`config.mk`:
```
export PLATFORM = sky130hd
export DESIGN_NAME = mii_status_sig
export DESIGN_NICKNAME = d
export VERILOG_FILES = /design/src/rtl/mii_status_pkg.sv /design/src/rtl/mii_carrier_col.sv /design/src/rtl/mii_err_select.sv /design/src/rtl/mii_rx_stage.sv /design/src/rtl/mii_tx_corrupt.sv /design/src/rtl/mii_status_sig.sv
export SDC_FILE = /design/constraint.sdc
export NUM_CORES = 1
export LEC_CHECK = 0
export BUFFER_PORTS_ARGS = -buffer_cell sky130_fd_sc_hd__buf_2
export CORE_AREA = 3 3 40 42
export CTS_CLUSTER_SIZE = 40
export DETAILED_ROUTE_END_ITERATION = 10
export DIE_AREA = 0 0 43 45
export PLACE_DENSITY = 0.8
export SYNTH_ARGS = -nofsm -noshare
export SYNTH_HDL_FRONTEND = slang
export SYNTH_SLANG_ARGS = --single-unit
export TNS_END_PERCENT = 20
```
`constraint.sdc`:
```
create_clock -name clk -period 1.5 [get_ports clk]
set_input_delay 0.375 -clock clk [delete_from_list [all_inputs] [get_ports clk]]
set_output_delay 0.375 -clock clk [all_outputs]
set_load 0.005 [all_outputs]
```
`src/rtl/mii_status_pkg.sv`:
```
// Shared types and constants for the MII status signalling block.
package mii_status_pkg;
    localparam int NIB_W_DEF = 4;
    localparam int CG_W_DEF  = 5;

    // Error nibble codes driven on rxd while rx_er is high.
    typedef enum logic [3:0] {
        ERR_NONE      = 4'h0,
        ERR_PACKET    = 4'h2,
        ERR_LINK      = 4'h3,
        ERR_PREMATURE = 4'h4,
        ERR_CODE      = 4'h5
    } err_code_e;

    // Classified receive error events for one cycle.
    typedef struct packed {
        logic code;
        logic premature;
        logic link;
        logic packet;
    } err_ev_t;
endpackage

```
`src/rtl/mii_carrier_col.sv`:
```
// Combinational carrier sense and collision generation.
// Assumes all inputs are already synchronous to the port clock.
module mii_carrier_col (
    input  logic tx_en,
    input  logic rx_active,
    input  logic full_duplex,
    input  logic crs_rx_only,
    input  logic serial10,
    input  logic jabber,
    output logic crs,
    output logic col
);
    logic rx_only_src;

    // Choose the carrier source: receive only, or either direction.
    always_comb begin
        rx_only_src = full_duplex | crs_rx_only;
        crs = rx_only_src ? rx_active : (tx_en | rx_active);
    end

    // Collision: off in full duplex, jabber in serial mode, else overlap.
    always_comb begin
        if (full_duplex)
            col = 1'b0;
        else if (serial10)
            col = jabber;
        else
            col = tx_en & rx_active;
    end
endmodule

```
`src/rtl/mii_err_select.sv`:
```
// Holds the two report-enable flops and picks the highest-priority
// reportable error code for the current cycle. Output is combinational;
// the caller registers it. Assumes events are single-cycle qualified.
module mii_err_select
    import mii_status_pkg::*;
(
    input  logic      clk,
    input  logic      rst_n,
    input  logic      speed100,
    input  logic      rep_pkt_en,
    input  logic      rep_link_en,
    input  err_ev_t   ev,
    output logic      err_hit,
    output err_code_e err_code
);
    logic pkt_en_q;
    logic link_en_q;
    err_ev_t gated;

    // Capture the report enables; they act from the following cycle.
    always_ff @(posedge clk) begin
        if (!rst_n) begin
            pkt_en_q  <= 1'b0;
            link_en_q <= 1'b0;
        end else begin
            pkt_en_q  <= rep_pkt_en;
            link_en_q <= rep_link_en;
        end
    end

    // Drop events that are disabled or irrelevant at this speed.
    always_comb begin
        gated.code      = speed100 & ev.code;
        gated.premature = speed100 & ev.premature;
        gated.link      = speed100 & ev.link & link_en_q;
        gated.packet    = speed100 & ev.packet & pkt_en_q;
    end

    // Priority encode: code, premature end, link, packet.
    always_comb begin
        err_hit = |gated;
        if (gated.code)
            err_code = ERR_CODE;
        else if (gated.premature)
            err_code = ERR_PREMATURE;
        else if (gated.link)
            err_code = ERR_LINK;
        else if (gated.packet)
            err_code = ERR_PACKET;
        else
            err_code = ERR_NONE;
    end
endmodule

```
`src/rtl/mii_rx_stage.sv`:
```
// Output register for data-valid, error flag and receive nibble.
// Substitutes the error code into the nibble while an error is reported.
module mii_rx_stage
    import mii_status_pkg::*;
#(
    parameter int NIB_W = NIB_W_DEF
) (
    input  logic             clk,
    input  logic             rst_n,
    input  logic             dv_in,
    input  logic [NIB_W-1:0] nib_in,
    input  logic             err_hit,
    input  err_code_e        err_code,
    output logic             dv_q,
    output logic             er_q,
    output logic [NIB_W-1:0] nib_q
);
    localparam int CODE_W = $bits(err_code_e);
    logic [NIB_W-1:0] nib_next;

    // Widen the error code to the nibble width.
    generate
        if (NIB_W > CODE_W) begin : g_wide
            assign nib_next = err_hit ? {{(NIB_W-CODE_W){1'b0}}, err_code} : nib_in;
        end else begin : g_exact
            assign nib_next = err_hit ? err_code[NIB_W-1:0] : nib_in;
        end
    endgenerate

    // Register receive outputs on the receive clock.
    always_ff @(posedge clk) begin
        if (!rst_n) begin
            dv_q  <= 1'b0;
            er_q  <= 1'b0;
            nib_q <= '0;
        end else begin
            dv_q  <= dv_in;
            er_q  <= err_hit;
            nib_q <= nib_next;
        end
    end
endmodule

```
`src/rtl/mii_tx_corrupt.sv`:
```
// Replaces the outgoing code group with a fixed corrupt pattern
// when a transmit error is requested. One register stage.
module mii_tx_corrupt #(
    parameter int               CG_W       = 5,
    parameter logic [CG_W-1:0]  CORRUPT_CG = CG_W'(5'b00100)
) (
    input  logic            clk,
    input  logic            rst_n,
    input  logic            tx_er,
    input  logic [CG_W-1:0] cg_in,
    output logic [CG_W-1:0] cg_out
);
    // Register the code group, substituting on request.
    always_ff @(posedge clk) begin
        if (!rst_n)
            cg_out <= '0;
        else
            cg_out <= tx_er ? CORRUPT_CG : cg_in;
    end
endmodule

```
`src/rtl/mii_status_sig.sv`:
```
// Per-port MII status signalling: carrier sense, collision, receive
// error coding and transmit error injection. Assumes one clock domain.
module mii_status_sig
    import mii_status_pkg::*;
#(
    parameter int NIB_W = NIB_W_DEF,
    parameter int CG_W  = CG_W_DEF
) (
    input  logic             clk,
    input  logic             rst_n,
    input  logic             tx_en,
    input  logic             rx_active,
    input  logic             full_duplex,
    input  logic             crs_rx_only,
    input  logic             serial10,
    input  logic             jabber,
    input  logic             speed100,
    input  logic             rep_pkt_en,
    input  logic             rep_link_en,
    input  logic             ev_code,
    input  logic             ev_premature,
    input  logic             ev_link,
    input  logic             ev_packet,
    input  logic             rx_dv_in,
    input  logic [NIB_W-1:0] rxd_in,
    input  logic             tx_er,
    input  logic [CG_W-1:0]  txg_in,
    output logic             crs,
    output logic             col,
    output logic             rx_dv,
    output logic             rx_er,
    output logic [NIB_W-1:0] rxd,
    output logic [CG_W-1:0]  txg_out
);
    err_ev_t   ev;
    logic      err_hit;
    err_code_e err_code;

    // Bundle the classified events.
    always_comb begin
        ev.code      = ev_code;
        ev.premature = ev_premature;
        ev.link      = ev_link;
        ev.packet    = ev_packet;
    end

    mii_carrier_col u_cc (
        .tx_en       (tx_en),
        .rx_active   (rx_active),
        .full_duplex (full_duplex),
        .crs_rx_only (crs_rx_only),
        .serial10    (serial10),
        .jabber      (jabber),
        .crs         (crs),
        .col         (col)
    );

    mii_err_select u_sel (
        .clk         (clk),
        .rst_n       (rst_n),
        .speed100    (speed100),
        .rep_pkt_en  (rep_pkt_en),
        .rep_link_en (rep_link_en),
        .ev          (ev),
        .err_hit     (err_hit),
        .err_code    (err_code)
    );

    mii_rx_stage #(.NIB_W(NIB_W)) u_rx (
        .clk      (clk),
        .rst_n    (rst_n),
        .dv_in    (rx_dv_in),
        .nib_in   (rxd_in),
        .err_hit  (err_hit),
        .err_code (err_code),
        .dv_q     (rx_dv),
        .er_q     (rx_er),
        .nib_q    (rxd)
    );

    mii_tx_corrupt #(.CG_W(CG_W)) u_tx (
        .clk    (clk),
        .rst_n  (rst_n),
        .tx_er  (tx_er),
        .cg_in  (txg_in),
        .cg_out (txg_out)
    );
endmodule

```
Word-level counts from Yosys, hierarchy flattened. Cells that the tools add are included.

Output and inout port bits: 13. Register bits after elaboration: 13. Logic and storage cells: 28.

Reduce and logical (&&, ||, !) cells: 2. Mux-type cells: 9. Bitwise operators: 10.

Operator list (count): 4-bit two-way mux (4); 1-bit AND (7); 4-bit OR reduction (1); 1-bit two-way mux (3); 3-bit two-way mux (1); 2-bit two-way mux (1); 1-bit bitwise OR (2); 2-bit OR reduction (1); 1-bit inverter (1).

Depth between registers and ports, before layout.
Depth after elaboration: 7. Gate-level depth with buffers: 3. Gate-level depth less buffers: 3.

Cells and area by module. Synthesis repeated with hierarchy kept, for this count alone.

Cells, all modules: 45. Area, all modules: 499.2 sq um.

Modules (own cells, without submodules): mii_rx_stage (area an instance 210.2 sq um, instances 1, cells an instance 17, sequential area each 120.1 sq um); mii_tx_corrupt (area an instance 142.6 sq um, instances 1, cells an instance 10, sequential area each 100.1 sq um); mii_err_select (area an instance 118.9 sq um, instances 1, cells an instance 13, sequential area each 40.0 sq um); mii_carrier_col (area an instance 27.5 sq um, instances 1, cells an instance 5, sequential area each 0.0 sq um).

Worst setup path before layout. OpenSTA, ideal clock, no wires.

Path kind: input-to-output. Start: input port serial10. End: output port col. Stages on the path: 2. Setup slack: 0.455 ns. Path buffers: 0. Data required time: 1.125 ns. Data arrival time: 0.670 ns. Cell sequence: nand3b_1 a21oi_1.

Cells in the longest elaborated chain, start to end: 2.

Ends and longest elaborated chain: from (decl) (line mii_status_sig.sv:15) `input logic serial10,`; 1-bit two-way mux (line mii_carrier_col.sv:25) `else if (serial10)`; 1-bit two-way mux (line mii_carrier_col.sv:23) `if (full_duplex)`; to (decl) (line mii_status_sig.sv:29) `output logic col,`.

No other way between the ends.

Final worst setup path. Same ends and word-level chain as after synthesis.

==> impl_results.md <==
* Fin area at 677 µm²
* Delay-heaviest family, CP: buffers and inverters
* VDD IR max at 0.476 mV
* Number of DRC markers after the initial detailed-route iteration at 3
* Worst setup EP type: output port
* Buffers inserted by post-CTS timing repair at 0
* DRC violation count after routing at 0
* Reg-to-Reg End: u_rx.nib_q[2]
* Class of the worst hold path: in -> reg
* Cell type with the highest aggregate area in the netlist: sky130_fd_sc_hd__dfxtp_1
* Required time of the worst setup path at 1.12 ns
* Number of CTS-inserted buffers at 3
* Slew at the pin with the worst max-slew slack at 0.260 ns
* Portion of the post-synthesis area used by sequential elements at 58.9%
* Adder and majority gate portion of the synthesized area at 0%
* Number of standard-cell rows in the floorplan at 13
* Final setup TNS at 0 ns
* Most frequent CP cell: sky130_fd_sc_hd__buf_2
* DR vias/cell at 4.62
* Standard cell core area at 1280 µm²
* Hold endpoint: u_tx.cg_out[1]
* Commonest cells in the netlist: 13 x sky130_fd_sc_hd__dfxtp_1, 7 x sky130_fd_sc_hd__and2_1, 6 x sky130_fd_sc_hd__nor2_1
* Number of antenna violations at the first check in global routing at 0
* Hold Crit Depth at 2
* R2R cell count at 3
* Simple logic cell fraction of the synthesized area at 26.3%
* DIE AREA at 1940 µm²
* Estimated wirelength of the detail-placed design at 889 µm
* Cell with the most instances after synthesis: sky130_fd_sc_hd__dfxtp_1
* Yosys warning total at 0
* Power per standard cell area at 992 nW/µm²
* Worst R2R Setup Slack at 0.58 ns
* CP Class: in -> out
* Synth async-reset ratio at 0%
* Worst clock skew at 0.00134 ns
* Met1 wire length at 386 µm
* Setup repair after global routing missed its margin: no
* Leakage power total at 0.000361 µW
* CTS Buffer Depth at 2
* ANT nets after route at 0
* Top FF cell, synth: sky130_fd_sc_hd__dfxtp_1
* Starting density of the core at 34.4%
* Kind of start point of the critical path: primary input
* Count of flip-flops with a built-in enable after synthesis at 0
* Buffers plus inverters on the worst setup path at 2
* Clock share of power at 31.0%
* Pins Over Slew Limit at 0
* Average size of a mapped cell at 10.0 µm²
* Area growth syn-to-layout at 53.3%
* Pin count of the biggest net entering global routing at 8
* Share of power burned in registers at 54.9%
* Total of buffers placed on input and output ports at 38
* Worst min-delay path startpoint: txg_in[1]
* Router iterations before antenna repair at 4
* Number of standard cells in the layout, taps in and fillers out at 101
* First-pass GRT wire length at 1.70 mm
* Biggest area contributors in the synthesized netlist: sky130_fd_sc_hd__dfxtp_1 59%, sky130_fd_sc_hd__and2_1 9.9%, sky130_fd_sc_hd__nor2_1 5.1%, sky130_fd_sc_hd__a21oi_1 3.4%, sky130_fd_sc_hd__nand3b_1 3.4%
* Worst-Skew Late Latency at 0.27 ns
* CTS H-tree lvls at 1
* Clock transition at path regs at 0.07 ns
* Reported max-cap violation count at 0
* Ant. Diodes at 0
* Number of vias in the routed layout at 467
* Largest fanout on the critical path at 2
* Synthesized cell area at 442 µm²
* Dominant combinational cell family by area after synthesis: simple AND/OR/NAND/NOR gates
* Minimum clock period after layout at 1.26 ns
* Placer's final routability congestion estimate at 0.676
* Switching Fraction at 22.4%
* Clock tree from TritonCTS: built
* Root buffer selected by CTS: sky130_fd_sc_hd__clkbuf_4
* Top-area cell type share of the netlist area at 58.9%
* Highest metal layer used by the detailed router: met4
* Outcome: complete, no violations
* Global-route total usage across every layer at 11.4%
* Sum of met2 wire segment lengths after detailed routing at 575 µm
* Number of nets in the layout at 113
* Syn Inst Count at 44
* Final-report hold violation count at 0
* Instance area after placement at 651 µm²
* Final setup fails at 0
* Synthesized flop and latch total at 13
* Total wire length at 1.07 mm
* Height of the die at 45 µm
* Launch instance of the worst register-to-register path: u_sel.pkt_en_q
* Wire length on met3 at 93 µm
* Post-synthesis compound-gate area fraction at 11.6%
* Post-Synthesis Net Count at 70
* Worst path slowest cell: sky130_fd_sc_hd__nand3b_1
* Ordered cell list for the critical path: buf_2, nand3b_1, a21oi_1, buf_2
* Unique masters post-synth at 16
* Internal cell power at 521 µW
* TritonCTS Sinks at 13
* Stages on worst setup path at 4
* Die boundary width at 43 µm
* Number of cells upsized or downsized after cts at 0
* Worst relative slew slack at 82.6%
* Wire per inst at 10.6 µm
* Delay of the slowest critical-path stage at 0.14 ns
* Post-synthesis share of cell area spent on xor and xnor gates at 0%
* Total I/O pin count at 39
* Post-Place Cells at 97
* Number of global-route vias before repair at 433
* Comb pwr share at 14.0%
* Net load switching power at 150 µW
* Sum of overflow across all layers after global routing at 0
* Highest achievable clock rate at 0.793 GHz
* Portion of netlist area occupied by mux cells at 2.27%
* Fraction of final layout cells sized beyond drive strength 1 at 51.2%
* Data arrival time of the worst path at 0.89 ns
* Final period utilization at 84.1%
* Hold-fix buffers, CTS at 0
-- worst max-delay path by stage --
stage,from,endpoint,slack [ns]
detailed placement,serial10,col,0.24
CTS,serial10,col,0.24
global route,serial10,col,0.16
finish,serial10,col,0.24
global placement,serial10,col,0.26
floorplan,serial10,col,0.45
-- flip-flops by register name, indices dropped and copies added, names as in the netlist --
signal           cells
u_sel.pkt_en_q       1
u_rx.nib_q           4
u_rx.er_q            1
u_sel.link_en_q      1
u_rx.dv_q            1
u_tx.cg_out          5
-- layout by cell type (no fill, tap or decap), drive strengths merged --
cell     n
buf     38
nand4b   1
and4     1
nand3b   2
nand2    4
a31oi    1
dfxtp   13
a31o     1
and2     7
a21oi    3
o21ai    1
inv      1
a22o     1
clkbuf   4
nor2     6
a21o     1
mux2i    1
-- metal layers --
layer	up-vias	track usage, %
li1	236	-
met1	205	12.5
met3	2	1.99
met2	24	21.3
met4	0	5.42
met5	-	0
-- power groups by stage --
stage	clock (µW)	combinational, µW	sequential, µW
floorplan	0	30.9	380
global placement	0	92.2	377
detailed placement	0	95.0	377
CTS	211	95.2	369
global route	225	107	371
finish	208	94.3	369
-- cell families after synthesis --
kind of cell           Yosys count
AND/OR/NAND/NOR                 21
multiplexers                     1
AO/OA/AOI/OAI                    8
buffers and inverters            1
flip-flops                      13
-- final cells by class --
| class | count | area, µm² |
|---|---|---|
| clock buffer | 4 | 26.3 |
| fill | 125 | 608 |
| tap | 15 | 18.8 |
| sequential | 13 | 260 |
| timing repair buffer | 38 | 190 |
| multi-input combinational | 30 | 178 |
| inverter | 1 | 3.75 |
-- through the flow --
step | hold slack, ns | setup WS [ns] | power, µW | util, %
6_report | 0.301 | 0.239 | 672 | 52.7
5_1_grt | 0.302 | 0.156 | 703 | 52.7
4_1_cts | 0.303 | 0.242 | 675 | 52.7
3_5_place_dp | 0.517 | 0.244 | 472 | 50.6
3_3_place_gp | 0.495 | 0.259 | 469 | 50.6
2_1_floorplan | 0.476 | 0.455 | 411 | -
No activity file was read; power rests on OpenSTA's default activity.
